## config.mk

```make
export PLATFORM = sky130hd
export DESIGN_NAME = opstage_unit
export DESIGN_NICKNAME = d
export VERILOG_FILES = /design/src/rtl/opstage_pkg.sv /design/src/rtl/opstage_dec.sv /design/src/rtl/opstage_alu.sv /design/src/rtl/opstage_gpr.sv /design/src/rtl/opstage_unit.sv
export SDC_FILE = /design/constraint.sdc
export NUM_CORES = 1
export LEC_CHECK = 0
export BUFFER_PORTS_ARGS = -buffer_cell sky130_fd_sc_hd__buf_2
export CAP_MARGIN = 25
export CELL_PAD_IN_SITES_DETAIL_PLACEMENT = 1
export CELL_PAD_IN_SITES_GLOBAL_PLACEMENT = 2
export CORE_MARGIN = 3
export CORE_UTILIZATION = 28
export DETAILED_ROUTE_END_ITERATION = 8
export GPL_TIMING_DRIVEN = 0
export PLACE_DENSITY_LB_ADDON = 0.1
export SLEW_MARGIN = 5
export SYNTH_ARGS = -nofsm -noshare
export SYNTH_HDL_FRONTEND = slang
export SYNTH_SLANG_ARGS = --single-unit
```

## constraint.sdc

```tcl
create_clock -name clk_i -period 2.9 [get_ports clk_i]
set_input_delay 0.145 -clock clk_i [delete_from_list [all_inputs] [get_ports clk_i]]
set_output_delay 0.145 -clock clk_i [all_outputs]
set_load 0.005 [all_outputs]
```

## src/rtl/opstage_pkg.sv

```systemverilog
package opstage_pkg;
  localparam int OP_W = 5;

  localparam logic [OP_W-1:0] OP_NOP   = 5'd0;
  localparam logic [OP_W-1:0] OP_ADD   = 5'd1;
  localparam logic [OP_W-1:0] OP_SUB   = 5'd2;
  localparam logic [OP_W-1:0] OP_AND   = 5'd3;
  localparam logic [OP_W-1:0] OP_OR    = 5'd4;
  localparam logic [OP_W-1:0] OP_MOV   = 5'd5;
  localparam logic [OP_W-1:0] OP_NOT   = 5'd6;
  localparam logic [OP_W-1:0] OP_NEG   = 5'd7;
  localparam logic [OP_W-1:0] OP_PREG  = 5'd8;
  localparam logic [OP_W-1:0] OP_PB    = 5'd9;
  localparam logic [OP_W-1:0] OP_PW    = 5'd10;
  localparam logic [OP_W-1:0] OP_PL    = 5'd11;
  localparam logic [OP_W-1:0] OP_STORE = 5'd12;
  localparam logic [OP_W-1:0] OP_FIRST_FP = 5'd13;

  typedef enum logic [2:0] {
    ALU_ADD, ALU_SUB, ALU_AND, ALU_OR, ALU_MOV, ALU_NOT, ALU_NEG
  } alu_e;

  typedef enum logic [1:0] {
    PS_REG, PS_B, PS_W, PS_L
  } psel_e;

  typedef struct packed {
    logic  push_en;
    psel_e push_sel;
    logic  alu_en;
    alu_e  alu_op;
    logic  store_en;
    logic  unimpl;
  } ctl_t;
endpackage

```

## src/rtl/opstage_dec.sv

```systemverilog
module opstage_dec
  import opstage_pkg::*;
(
  input  logic            valid_i,
  input  logic [OP_W-1:0] op_i,
  output ctl_t            ctl_o
);
  always_comb begin
    ctl_o          = '0;
    ctl_o.push_sel = PS_L;
    ctl_o.alu_op   = ALU_MOV;
    if (valid_i) begin
      case (op_i)
        OP_NOP:   ;
        OP_ADD:   begin ctl_o.alu_en = 1'b1; ctl_o.alu_op = ALU_ADD; end
        OP_SUB:   begin ctl_o.alu_en = 1'b1; ctl_o.alu_op = ALU_SUB; end
        OP_AND:   begin ctl_o.alu_en = 1'b1; ctl_o.alu_op = ALU_AND; end
        OP_OR:    begin ctl_o.alu_en = 1'b1; ctl_o.alu_op = ALU_OR;  end
        OP_MOV:   begin ctl_o.alu_en = 1'b1; ctl_o.alu_op = ALU_MOV; end
        OP_NOT:   begin ctl_o.alu_en = 1'b1; ctl_o.alu_op = ALU_NOT; end
        OP_NEG:   begin ctl_o.alu_en = 1'b1; ctl_o.alu_op = ALU_NEG; end
        OP_PREG:  begin ctl_o.push_en = 1'b1; ctl_o.push_sel = PS_REG; end
        OP_PB:    begin ctl_o.push_en = 1'b1; ctl_o.push_sel = PS_B; end
        OP_PW:    begin ctl_o.push_en = 1'b1; ctl_o.push_sel = PS_W; end
        OP_PL:    begin ctl_o.push_en = 1'b1; ctl_o.push_sel = PS_L; end
        OP_STORE: ctl_o.store_en = 1'b1;
        default:  ctl_o.unimpl = 1'b1;   // fp and unassigned codes
      endcase
    end
  end
endmodule

```

## src/rtl/opstage_alu.sv

```systemverilog
module opstage_alu
  import opstage_pkg::*;
#(
  parameter int DATA_W = 32
) (
  input  alu_e              op_i,
  input  logic [DATA_W-1:0] a_i,   // first source
  input  logic [DATA_W-1:0] b_i,   // second source
  output logic [DATA_W-1:0] y_o
);
  always_comb begin
    unique case (op_i)
      ALU_ADD: y_o = b_i + a_i;
      ALU_SUB: y_o = b_i - a_i;
      ALU_AND: y_o = b_i & a_i;
      ALU_OR:  y_o = b_i | a_i;
      ALU_MOV: y_o = a_i;
      ALU_NOT: y_o = ~a_i;
      ALU_NEG: y_o = '0 - a_i;
      default: y_o = a_i;
    endcase
  end
endmodule

```

## src/rtl/opstage_gpr.sv

```systemverilog
module opstage_gpr #(
  parameter int DATA_W = 32,
  parameter int NREG   = 16,
  localparam int IDX_W = $clog2(NREG)
) (
  input  logic              clk_i,
  input  logic              rst_ni,
  input  logic              we_i,
  input  logic [IDX_W-1:0]  widx_i,
  input  logic [DATA_W-1:0] wdata_i,
  input  logic [IDX_W-1:0]  ra_idx_i,
  output logic [DATA_W-1:0] ra_data_o,
  input  logic [IDX_W-1:0]  rb_idx_i,
  output logic [DATA_W-1:0] rb_data_o
);
  logic [DATA_W-1:0] regs_q [NREG];

  for (genvar g = 0; g < NREG; g++) begin : g_reg
    always_ff @(posedge clk_i or negedge rst_ni) begin
      if (!rst_ni)                                     regs_q[g] <= '0;
      else if (we_i && widx_i == IDX_W'(g))            regs_q[g] <= wdata_i;
    end
  end

  assign ra_data_o = regs_q[ra_idx_i];
  assign rb_data_o = regs_q[rb_idx_i];
endmodule

```

## src/rtl/opstage_unit.sv

```systemverilog
module opstage_unit
  import opstage_pkg::*;
#(
  parameter int DATA_W = 32,
  parameter int NREG   = 16,
  localparam int IDX_W = $clog2(NREG)
) (
  input  logic              clk_i,
  input  logic              rst_ni,
  input  logic              valid_i,
  input  logic [OP_W-1:0]   op_i,
  input  logic [IDX_W-1:0]  idx_i,
  input  logic [DATA_W-1:0] push_data_i,
  input  logic [IDX_W-1:0]  rd_idx_i,
  output logic [DATA_W-1:0] rd_data_o,
  output logic [DATA_W-1:0] result_o,
  output logic              unimpl_o
);
  ctl_t              ctl;
  logic [DATA_W-1:0] src1_q, src2_q, res_q;
  logic [DATA_W-1:0] gpr_val, push_val, alu_y;
  logic              unimpl_q;

  opstage_dec u_dec (
    .valid_i (valid_i),
    .op_i    (op_i),
    .ctl_o   (ctl)
  );

  opstage_gpr #(.DATA_W(DATA_W), .NREG(NREG)) u_gpr (
    .clk_i     (clk_i),
    .rst_ni    (rst_ni),
    .we_i      (ctl.store_en),
    .widx_i    (idx_i),
    .wdata_i   (res_q),
    .ra_idx_i  (idx_i),
    .ra_data_o (gpr_val),
    .rb_idx_i  (rd_idx_i),
    .rb_data_o (rd_data_o)
  );

  opstage_alu #(.DATA_W(DATA_W)) u_alu (
    .op_i (ctl.alu_op),
    .a_i  (src1_q),
    .b_i  (src2_q),
    .y_o  (alu_y)
  );

  always_comb begin
    unique case (ctl.push_sel)
      PS_REG:  push_val = gpr_val;
      PS_B:    push_val = {{(DATA_W-8){push_data_i[7]}}, push_data_i[7:0]};
      PS_W:    push_val = {{(DATA_W-16){push_data_i[15]}}, push_data_i[15:0]};
      default: push_val = push_data_i;
    endcase
  end

  always_ff @(posedge clk_i or negedge rst_ni) begin
    if (!rst_ni) begin
      src1_q   <= '0;
      src2_q   <= '0;
      res_q    <= '0;
      unimpl_q <= 1'b0;
    end else begin
      if (ctl.push_en) begin
        src2_q <= src1_q;
        src1_q <= push_val;
      end
      if (ctl.alu_en) res_q <= alu_y;
      unimpl_q <= ctl.unimpl;
    end
  end

  assign result_o = res_q;
  assign unimpl_o = unimpl_q;
endmodule

```

; Yosys cells after proc, flatten, opt, wreduce, memory -nomap -nowiden
; Cells that the tools add are included.
[totals]
in_bits = 48
word_cells = 98
regBits = 609
[classes]
order_cmp = 2
eq_ne = 34
mux = 13
bitwise = 5
addsub = 3
n_reduce_logical = 21
[ops]
columns = cell, count
row1 = binary-select mux 32 bit (select 4 bit), 2
row2 = one-hot mux 32 bit (6 select lines), 1
row3 = two-way mux 32 bit, 4
row4 = one-hot mux 32 bit (3 select lines), 1
row5 = adder 32 bit, 1
row6 = AND 32 bit, 1
row7 = equality test 4 bit (second input constant), 8
row8 = NOT 32 bit, 1
row9 = OR 32 bit, 1
row10 = subtractor 1 x 32 -> 32 bit (first input constant), 1
row11 = subtractor 32 bit, 1
row12 = one-hot mux 4 bit (7 select lines), 1
row13 = equality test 5 x 4 -> 1 bit (second input constant), 5
row14 = equality test 5 x 3 -> 1 bit (second input constant), 4
row15 = equality test 4 x 3 -> 1 bit (second input constant), 4
row16 = logical AND 1 bit, 16
row17 = OR reduction 13 bit, 1
row18 = one-hot mux 3 bit (4 select lines), 1
row19 = equality test 5 x 2 -> 1 bit (second input constant), 2
row20 = greater-or-equal comparator 5 bit (second input constant), 2
row21 = NOT 4 -> 5 bit, 2
row22 = two-way mux 9 bit, 1
row23 = equality test 4 x 2 -> 1 bit (second input constant), 2
row24 = equality test 3 x 2 -> 1 bit (second input constant), 2
row25 = 11 further kinds, 13

; Depth between registers and ports, before layout
; Gate-level depths: netlist of the first run.
[logic_depth]
word_depth = 6
ltp_mapped = 18
mapped_depth_nobuf = 15

; Hierarchy
; A second synthesis of the first run with hierarchy kept.
[unflattened]
hier_cells = 2900
hier_area_um2 = 36616.4
[by_module_without_submodules]
columns = module, seq_area_each_um2, cells_each, n_inst, area_per_inst_um2
row1 = opstage_gpr, 12812.3, 1676, 1, 26454.1
row2 = opstage_alu, 0.0, 894, 1, 5883.1
row3 = opstage_unit, 2427.3, 313, 1, 4155.2
row4 = opstage_dec, 0.0, 17, 1, 123.9

; Worst setup path after synthesis of the first run
; No wires, ideal clock.
[synth_timing]
path_type = input -> register
from = in op_i[4]
to = reg res_q[26], in the netlist result_o[26]
t_required_ns = 2.759
t_arrival_ns = 3.431
cell_stages = 18
path_slack_ns = -0.672
setup_time_ns = 0.141
cell_sequence = nand2b_1 > nor2_1 > nand2_1 > nor2_1 > clkbuf_1 > buf_1 > nor2_1 > ha_1 > buf_2 > nand2_1 > inv_1 > nand4_1 > or3_1 > a211oi_2 > o21ai_1 > xnor2_1 > a221oi_1 > a311oi_1
[synth_between]
elab_chain_cells = 5
[synth_rtl]
columns = element, line
row1 = "start, declared", opstage_unit.sv:11  ; input logic [OP_W-1:0] op_i,
row2 = equality test 5 x 3 -> 1 bit (tied with other cells), opstage_dec.sv:13  ; case (op_i)
row3 = one-hot mux 4 bit (7 select lines) *, opstage_dec.sv:13
row4 = two-way mux 9 bit *, opstage_dec.sv:12  ; if (valid_i) begin
row5 = equality test 3 bit (tied with other cells), opstage_alu.sv:12  ; unique case (op_i)
row6 = one-hot mux 32 bit (6 select lines), opstage_alu.sv:12
row7 = "end signal, assigned", opstage_unit.sv:69  ; if (ctl.alu_en) res_q <= alu_y;
row8 = "end, declared", opstage_unit.sv:20  ; logic [DATA_W-1:0] src1_q, src2_q, res_q;
; Every way passes the cells marked *; elsewhere a longest branch is shown, timed or not.
; A chain may end at the register's enable or synchronous reset.

; Worst setup path after layout of the first run
[layout_timing]
from = reg src1_q[17]
to = reg res_q[30], in the netlist result_o[30]
[layout_between]
elab_chain_cells = 2
[layout_rtl]
columns = element, line
row1 = "start, declared", opstage_unit.sv:20
row2 = "start signal, assigned", opstage_unit.sv:67  ; src1_q <= push_val;
row3 = subtractor 1 x 32 -> 32 bit (tied with other cells), opstage_alu.sv:19  ; ALU_NEG: y_o = '0 - a_i;
row4 = one-hot mux 32 bit (6 select lines) *, opstage_alu.sv:12
; Marks and branches as above.

==> qor.yml, run 1 <==
ir_drop_mv: 0.473
dr.pass1.iters: 4
initial_utilization_pct: 28.3
met3_usage_pct: 3.61
grt_antenna_before_repair: 11
cp_num_cells: 12
drcViolationCount: 0
core_area_um2: 126000
drt-total-wl_um: 150000
min_period_ps: 3230
groute.usage.overall_pct: 22.6
synthMuxAreaShare_pct: 36.7
cpLargestDelayFamily: "compound AO/OA/AOI/OAI gates"
clock_tree.htree_level_count: 3
violations: "negative setup slack"
final_common_cell: "dfrtp_1"
ys_seq_elements: 609
syn_inst: 2691
nNetsFinal: 3134
synth_edf_count: 0
cp_max_fo: 6
clock_latency_ps: 650
seq_area_um2: 15300
synth_compound_area_share_pct: 7.74
maxSlewViolCount: 0
syn2layout_area_growth_pct: 20.6
clockRootBuffer: "clkbuf_16"
synth_fa_ha_area_share_pct: 3.68
dp_slack_ps: -1620
place_hpwl_um: 108000
tightest_slew_ps: 1140
grt_max_degree: 117
grt_use_met1_pct: 29.3
hp-class: "in2async"
clock-sinks: 609
layout_common_cells: "dfrtp_1, mux2_2, mux4_2"
cellLeakagePower_nw: 19.4
clockBufferDepth: 3
crit_slowest_cell: "nor4_4"
fin_ws_ps: -334
synthFlopType: "dfrtp_1"
hold_viol_final: 0
yosysWarnings: 0
max-cap-violations: 0
min_period_over_period_pct: 112
cp.required_ps: 3430
critical_path_class: "reg2reg"
critPathBufInv: 2
io_pins: 113
power_mw: 27.3
ff2ff_path_depth: 12
synth_seq_area_share_pct: 42.7
cellPowerDensity_nw_per_um2: 634
tritoncts: "done"
die_area_um2: 132000
die_h_um: 363
syn-cell-area_um2: 35700
synth-simple-area-share_pct: 4.57
cts_made_buffers: 76
reg2reg_slack_ps: -330
num_vias: 25600
start_kind: "flop"
drive_gt1_share_pct: 43.3
ant_nets: 0
fmax_mhz: 309
rows: 130
skew_ps: 26.2
multi_input_area_um2: 20000
drt-vias-per-instance: 5.45
wl_per_cell_um: 31.9
use_met2_pct: 39.1
fillerInstances: 13300
first_global_vias: 28200
setup_violations: 16
path_cells: "inv_1, ha_4, nand4_1, nor4_4, o211ai_1, buf_4, a31oi_4, a22oi_2, a31oi_2, mux2_1, o221ai_2, o21ai_1"
end_kind: "flop"
synth_top_family_by_area: "multiplexers"
grt_most_used_layer: "met2"
grt_first_pass_wirelength_um: 213000
rsz0062_at_grt: "true"
clk_pin_slew_ps: 60
worst_ep_arrival_time_ps: 3770
overflow: 0
synth.distinct_cells: 73
io_buffers: 105
synth_xor_area_share_pct: 1.18
first_iter_violations: 1485
syn_nets: 2843
max_slew_margin_pct: 24.2
status: "finished, violations left"
async_reset_ff_share_pct: 100
place_congestion: 0.835
max_stage_delay_ps: 460
die_w_um: 363
avgSynthCellArea_um2: 13.3
==> cells in the mapped netlist, types with 5 or more instances <==
master,n,share of area [%]
o22ai_1,8,0.14
dfrtp_1,609,43
a311oi_1,7,0.17
a31oi_1,19,0.33
o21ai_1,9,0.13
o21a_1,12,0.25
and3_1,9,0.16
mux2_2,412,13
o221ai_1,28,0.69
mux4_2,320,20
a21oi_1,122,1.7
nand4_1,11,0.19
ha_1,102,3.6
nor3_1,12,0.17
clkbuf_1,121,1.3
o21ai_0,102,1.4
nand2_1,135,1.4
a211oi_1,13,0.27
inv_1,82,0.86
nand2b_1,22,0.39
o31ai_1,23,0.48
a21o_1,23,0.48
o211ai_1,8,0.17
nor2_1,130,1.4
mux2_4,30,1.3
buf_2,64,0.90
xnor2_1,29,0.71
buf_1,26,0.27
a221oi_1,11,0.27
buf_6,6,0.19
nand3_1,22,0.31
nor2b_1,5,0.088
xor2_1,19,0.47
mux2_1,71,2.2
==> cell families (layout without fill, tap and decap cells) <==
group	Yosys count	after routing
mux	833	833
flops	609	609
compound gates	426	426
simple gates	371	371
buf+inv	300	654
fa+ha+maj	104	104
xor+xnor	48	48
other cells	0	2
==> path summary, 6_finish.rpt <==
kind	startpoint	end
setup / recovery	src1_q[17]	result_o[30]
hold / removal	rst_ni	src2_q[24]
setup reg to reg	src1_q[17]	result_o[30]
hold reg to reg	u_gpr.regs_q[165]	u_gpr.regs_q[165]
max in group asynchronous	rst_ni	u_gpr.regs_q[292]
min in group clk_i	op_i[1]	src1_q[15]
==> sequential cells by signal (all words and copies together) (netlist names) <==
register      flops
src2_q           32
unimpl_o          1
src1_q           32
u_gpr.regs_q    512
result_o         32
==> stage by stage <==
stage                     instances  hold WS, ps  instance area [µm²]  TNS (ps)  util, %
after detailed placement       4480          176                39000   -290730     30.9
after global placement         4446          427                38400  -7452030     30.4
after CTS                      4677         80.2                42600     -4060     33.8
after floorplan                2691         -151                35800      -101        -
final                          4697         77.4                43100     -2770     34.1
after global routing           4695          119                43100     -5210     34.1
==> power breakdown <==
| part | internal (mW) | total [mW] | switching, mW |
|---|---|---|---|
| Clock | 5.93 | 10.1 | 4.14 |
| Combinational | 2.93 | 7.30 | 4.37 |
| Sequential | 9.01 | 9.93 | 0.922 |
| Total | 17.9 | 27.3 | 9.44 |
==> final cells by class <==
type	count	share of cell area, %
antenna	2	0.0116
buffer	215	2.39
clock buffer	109	5.17
clock inverter	32	0.932
inverter	82	0.714
multi-input combinational	1782	46.4
sequential	609	35.4
tap	1650	4.79
timing repair buffer	216	4.16
==> worst register-to-register path, stage by stage (launching register included) <==
cell      delay, ps
dfrtp_2         440
inv_1           120
ha_4            320
nand4_1         250
nor4_4          460
o211ai_1        150
buf_4           200
a31oi_4         220
a22oi_2         150
a31oi_2         190
mux2_1          370
o221ai_2        130
o21ai_1         100
==> per-layer routing <==
| metal | vias up | share of wire (%) |
|---|---|---|
| met5 | - | 0.018 |
| met4 | 4 | 2.6 |
| met3 | 188 | 4.2 |
| met2 | 549 | 49 |
| met1 | 14000 | 44 |
| li1 | 10800 | - |
==> repair_timing <==
action,4_1_cts,5_1_grt
hold endpoints to repair,125,0
setup buffers,23,19
hold buffers,35,0
pin swaps,37,46
setup endpoints to repair,160,92
gates resized for setup,128,84
(Power assumes the default switching activity.)
==> inputs of run 2 (changes only) <==
Settings changed: CORE_UTILIZATION 28 to 40, TNS_END_PERCENT from default to 20.
==> run 2 against run 1 <==
The flow still finishes with violations (negative setup slack). Routed wire length fell by 8.6%. Register-to-register slack about the same. Fmax up 0.37%. Largest power group is now registers. Highest routed layer unchanged.
==> qor.yml, run 2 (synthesis gave the netlist of run 1 again) <==
status: "finished, violations left"
violations: "negative setup slack"
clockBufferDepth: 3  # unchanged
pwr-share-seq_pct: 37.4  # +1.0 points
first_global_vias: 28600  # +1.4%
grt_first_pass_wirelength_um: 199000  # -6.3%
place_hpwl_um: 98000  # -9.5%
min_period_over_period_pct: 111  # -0.41 points
grt_antenna_before_repair: 9  # -2
end_kind: "flop"
die_w_um: 305  # -16%
fin_ws_ps: -322  # +12.0 ps
fin_cells: 4188  # -11%
design_area_um2: 42100  # -2.2%
drcViolationCount: 0  # unchanged
whs_ps: 71.9  # -5.45 ps
start_kind: "flop"
power_mw: 26.6  # -2.6%
die_h_um: 305  # -16%
cts_made_buffers: 73  # -3.9%
dr.pass1.iters: 5  # +1
overflow: 0  # unchanged
grt_max_degree: 117  # unchanged
nNetsFinal: 3127  # -0.22%
die_area_um2: 92900  # -30%
tightest_slew_ps: 1110  # -27.5 ps
ant_nets: 0  # unchanged
clk_pin_slew_ps: 60  # about the same
p_sw_share_pct: 34.3  # -0.23 points
detailed_place.area_um2: 38300  # -1.8%
switching_power_mw: 9.13  # -3.2%
setup_violations: 18  # +2
wl_per_cell_um: 32.7  # +2.5%
drt-total-wl_um: 137000  # -8.6%
drive_gt1_share_pct: 42.1  # -1.2 points
internal_power_mw: 17.5  # -2.3%
largest_register_ffs: 512  # unchanged
layout_common_cells: "dfrtp_1, mux2_2, mux4_2"
dp_slack_ps: -1230  # +391 ps
initial_utilization_pct: 40.7  # +12 points
tritoncts: "done"
place_congestion: 0.894  # +7.1%
hold_viol_final: 0  # unchanged
first_iter_violations: 2061  # +39%
io_buffers: 105  # unchanged
max-cap-violations: 0  # unchanged
num_vias: 26000  # +1.4%
path_cells: "nand2_2, ha_4, fa_2, nand2b_4, a211oi_4, o2111ai_4, or3_4, a211oi_4, o21ai_4, xnor2_2, a221oi_2, a311oi_1"
clockRootBuffer: "clkbuf_16"
p_clk_share_pct: 36.0  # -0.9 points
power_frac_comb_pct: 26.7  # about the same
rsz0062_at_grt: "true"
worst_ep_arrival_time_ps: 3660  # -110 ps
io_pins: 113  # unchanged
crit_slowest_cell: "or3_4"
maxSlewViolCount: 0  # unchanged
min_period_ps: 3220  # -12.0 ps
seq_area_um2: 15300  # about the same
cellLeakagePower_nw: 19.3  # -0.98%
critical_path_class: "reg2reg"
clock-sinks: 609  # unchanged
skew_ps: 28.5  # +2.37 ps
ir_drop_mv: 0.463  # -2.1%
drt-vias-per-instance: 6.20  # +14%
cp.required_ps: 3340  # -90 ps
max_stage_delay_ps: 410  # -50 ps
syn2layout_area_growth_pct: 18.0
fmax_mhz: 310  # +0.37%
max_slew_margin_pct: 26.0  # +1.8 points
setup_tns_ps: -2650  # +119 ps
groute.usage.overall_pct: 29.4  # +6.8 points
cp_common_cell: "a211oi_4"
cellPowerDensity_nw_per_um2: 631  # -0.44%
clock_tree.htree_level_count: 3  # unchanged
clock_latency_ps: 630  # -20 ps
hp-class: "in2async"
dp.cells: 3980  # -11%
cp_max_fo: 3  # -3
rows: 108  # -17%
multi_input_area_um2: 19900  # -0.46%
final_util_pct: 48.1  # +14 points
diodes: 0  # -2
fillerInstances: 8867  # -33%
regMostFlops: "u_gpr.regs_q"
core_area_um2: 87700  # -31%
final_common_cell: "dfrtp_1"
-- run 2: worst max-delay path: cells and delay by family, from the launching register on --
kind | cells | cell delay [ps]
AO/OA/AOI/OAI | 6 | 1280
AND/OR/NAND/NOR | 3 | 660
adder cells (fa/ha/maj) | 2 | 550
flip-flops | 1 | 380
XOR/XNOR | 1 | 160
-- run 2: final timing paths --
kind,start,endpoint,slack (ps),cells after the start
max in group asynchronous,rst_ni,u_gpr.regs_q[305],1440,5
worst min register to register,u_gpr.regs_q[69],u_gpr.regs_q[69],500,1
worst max-delay path,src2_q[0],result_o[26],-320,12
min in group clk_i,idx_i[2],u_gpr.regs_q[320],210,4
worst min-delay path,rst_ni,u_gpr.regs_q[70],70,3
worst max register to register,src2_q[0],result_o[26],-320,12
-- run 2: area by class of cell --
| cell class | count | area share, % |
|---|---|---|
| Clock buffer | 105 | 5.03 |
| Clock inverter | 28 | 0.873 |
| Timing Repair Buffer | 212 | 4.11 |
| Tap cell | 1155 | 3.43 |
| Inverter | 82 | 0.739 |
| Sequential cell | 609 | 36.2 |
| Multi-Input combinational cell | 1782 | 47.2 |
| Buffer | 215 | 2.40 |
-- run 2: what timing repair did --
| item | in CTS | in global routing |
|---|---|---|
| hold buffers | 36 | 0 |
| pin swaps | 34 | 21 |
| setup endpoints to repair | 68 | 45 |
| gates resized for setup | 131 | 44 |
| hold endpoints to repair | 265 | 0 |
| setup buffers | 31 | 8 |
-- run 2: power by group through the flow --
| stage | Sequential [mW] | Clock (mW) | Combinational, mW |
|---|---|---|---|
| detailed placement | 10.1 | 0 | 6.09 |
| floorplan | 9.58 | 0 | 4.02 |
| CTS | 9.91 | 9.75 | 6.84 |
| global placement | 10.0 | 0 | 5.91 |
| finish | 9.94 | 9.56 | 7.09 |
| global route | 10.0 | 10.2 | 7.69 |
-- run 2: metal layers --
metal,track usage [%],up-vias,share of wire [%]
li1,-,10800,-
met1,37.8,14100,41
met2,49.3,817,49
met3,5.92,274,5.9
met4,10.9,4,4.0
met5,0,-,0.017
==> inputs of run 3 (changes only) <==
Settings changed: REMOVE_ABC_BUFFERS from default to 1.
==> run 3 against run 2 <==
The run still ends with negative setup slack left. Routed wire length is 14% lower. Combinational power is 12% lower. Flip-flop and latch count stayed put. Total power is 2.8% lower. Fmax is 0.37% lower. Critical path type unchanged. Global-route usage is 3.9 points lower.
==> qor.yml, run 3 (synthesis gave the netlist of run 1 again) <==
initial_utilization_pct: 40.7  # unchanged
skew_ps: 41.7  # +13.2 ps
min_period_over_period_pct: 112  # +0.41 points
max-cap-violations: 0  # unchanged
clockBufferDepth: 3  # unchanged
setup_violations: 11  # -7
drcViolationCount: 0  # unchanged
grt_first_pass_wirelength_um: 179000  # -10%
critPathBufInv: 1  # +1
end_kind: "flop"
whs_ps: 36.2  # -35.8 ps
max_slew_margin_pct: 37.0  # +11 points
power_mw: 25.9  # -2.8%
maxSlewViolCount: 0  # unchanged
drt-total-wl_um: 118000  # -14%
hp-class: "in2reg"
max_stage_delay_ps: 440  # +30 ps
worst_ep_arrival_time_ps: 3780  # +120 ps
dr.pass1.iters: 7  # +2
cp.required_ps: 3440  # +100 ps
core_area_um2: 87700  # unchanged
die_area_um2: 92900  # unchanged
crit_slowest_cell: "dfrtp_2"
grt_max_degree: 120  # +2.6%
cp_common_cell: "a211oi_4"
ir_drop_mv: 0.458  # -1.2%
cellLeakagePower_nw: 19.1  # -0.88%
tightest_slew_ps: 945  # -165 ps
dp.cells: 3808  # -4.3%
fin_ws_ps: -334  # -11.9 ps
io_buffers: 112  # +6.7%
num_vias: 24500  # -5.6%
path_cells: "ha_4, fa_2, nand2b_4, a211oi_4, o2111ai_4, or3_4, a211oi_4, buf_6, o21ai_4, xnor2_2, a221oi_2, a311oi_1"
cts_made_buffers: 74  # +1.4%
layout_common_cells: "dfrtp_1, mux2_2, mux4_2"
violations: "negative setup slack"
critical_path_class: "reg2reg"
largest_register_ffs: 512  # unchanged
cellPowerDensity_nw_per_um2: 615  # -2.5%
syn2layout_area_growth_pct: 17.7
place_hpwl_um: 76500  # -22%
detailed_place.area_um2: 38300  # +0.21%
fmax_mhz: 309  # -0.37%
cp_max_fo: 4  # +1
place_congestion: 0.865  # -3.2%
start_kind: "flop"
fin_cells: 4009  # -4.3%
overflow: 0  # unchanged
min_period_ps: 3230  # +11.9 ps
nNetsFinal: 2953  # -5.6%
clock_latency_ps: 640  # about the same
first_iter_violations: 1615  # -22%
first_global_vias: 26900  # -5.9%
clockRootBuffer: "clkbuf_16"
setup_tns_ps: -2100  # +553 ps
regMostFlops: "u_gpr.regs_q"
clk_pin_slew_ps: 60  # about the same
use_met2_pct: 44.3  # -5.0 points
grt_use_met1_pct: 33.9  # -3.9 points
rows: 108  # unchanged
groute.usage.overall_pct: 25.5  # -3.9 points
hold_viol_final: 0  # unchanged
cpLargestDelayFamily: "compound AO/OA/AOI/OAI gates"
clock_tree.htree_level_count: 3  # unchanged
ant_nets: 0  # unchanged
io_pins: 113  # unchanged
clock-sinks: 609  # unchanged
die_h_um: 305  # unchanged
drt-vias-per-instance: 6.11  # -1.4%
fillerInstances: 8660  # -2.3%
rsz0062_at_grt: "true"
met3_usage_pct: 3.18  # -2.7 points
status: "finished, violations left"
grt_antenna_before_repair: 1  # -8
wl_per_cell_um: 29.5  # -9.8%
final_common_cell: "dfrtp_1"
grt_most_used_layer: "met2"
tritoncts: "done"
design_area_um2: 42000  # -0.27%
die_w_um: 305  # unchanged
drive_gt1_share_pct: 42.8  # +0.69 points
-- run 3: changes by cell type in the layout (fill, tap and decap cells not counted), sizes merged --
| cell | before | now |
|---|---|---|
| clkbuf | 223 | 105 |
| buf | 272 | 215 |
| clkinv | 20 | 15 |
| clkdlybuf4s15 | 2 | 0 |
| bufinv | 5 | 6 |
| clkinvlp | 1 | 2 |
| diode | 0 | 1 |
-- run 3: path summary, 6_finish.rpt --
check                                  from  slack (ps)  depth (start not counted)                end
setup / recovery                  src1_q[0]        -330                         12       result_o[26]
hold / removal                      op_i[1]          40                          3         src1_q[11]
setup reg to reg                  src1_q[0]        -330                         12       result_o[26]
hold reg to reg            u_gpr.regs_q[33]         500                          1   u_gpr.regs_q[33]
max in group asynchronous            rst_ni         550                          6  u_gpr.regs_q[367]
min in group asynchronous            rst_ni          60                          2          src2_q[8]
-- run 3: stage by stage --
step	utilization (%)	setup slack [ps]
after floorplan	-	-3370
after global placement	41.9	-11230
after detailed placement	43.7	-2120
after CTS	47.5	-322
after global routing	47.9	-456
final	47.9	-334
-- run 3: report_power, final --
| part | leakage, nW | internal [mW] | total (mW) | switching, mW |
|---|---|---|---|---|
| Combinational | 9.57 | 2.71 | 6.22 | 3.51 |
| Sequential | 8.31 | 9.00 | 10.1 | 1.13 |
| Clock | 1.20 | 5.61 | 9.51 | 3.91 |
-- run 3: what timing repair did --
item | 4_1_cts | 5_1_grt
hold buffers | 35 | 0
pin swaps | 31 | 28
gates resized for setup | 89 | 43
buffers inserted | 21 | 15
hold endpoints to repair | 118 | 0
endpoints found under the setup margin | 77 | 151
cloned | 0 | 1
-- run 3: layout make-up --
cell class	instances	area (µm²)	area share, %
Multi-Input combinational cell	1782	19900	47.5
Sequential cell	609	15300	36.3
Timing Repair Buffer	252	2610	6.20
Clock buffer	103	2090	4.98
Tap cell	1155	1450	3.44
Clock inverter	25	374	0.890
Inverter	82	308	0.732
Antenna cell	1	2.50	0.00595
-- run 3: worst reg2reg max path: cells and delay by family, from the launching register on --
kind            cells  cell delay, ps
buf+inv             1             150
flops               1             440
xor+xnor            1             180
fa+ha+maj           2             550
simple gates        2             580
compound gates      6            1280
-- run 3: routing by layer --
metal  vias to the layer above  part of all wire, %
met5                         -                    0
met3                       181                  3.9
met1                     13300                   43
li1                      10500                    -
met4                         0                  2.5
met2                       535                   51
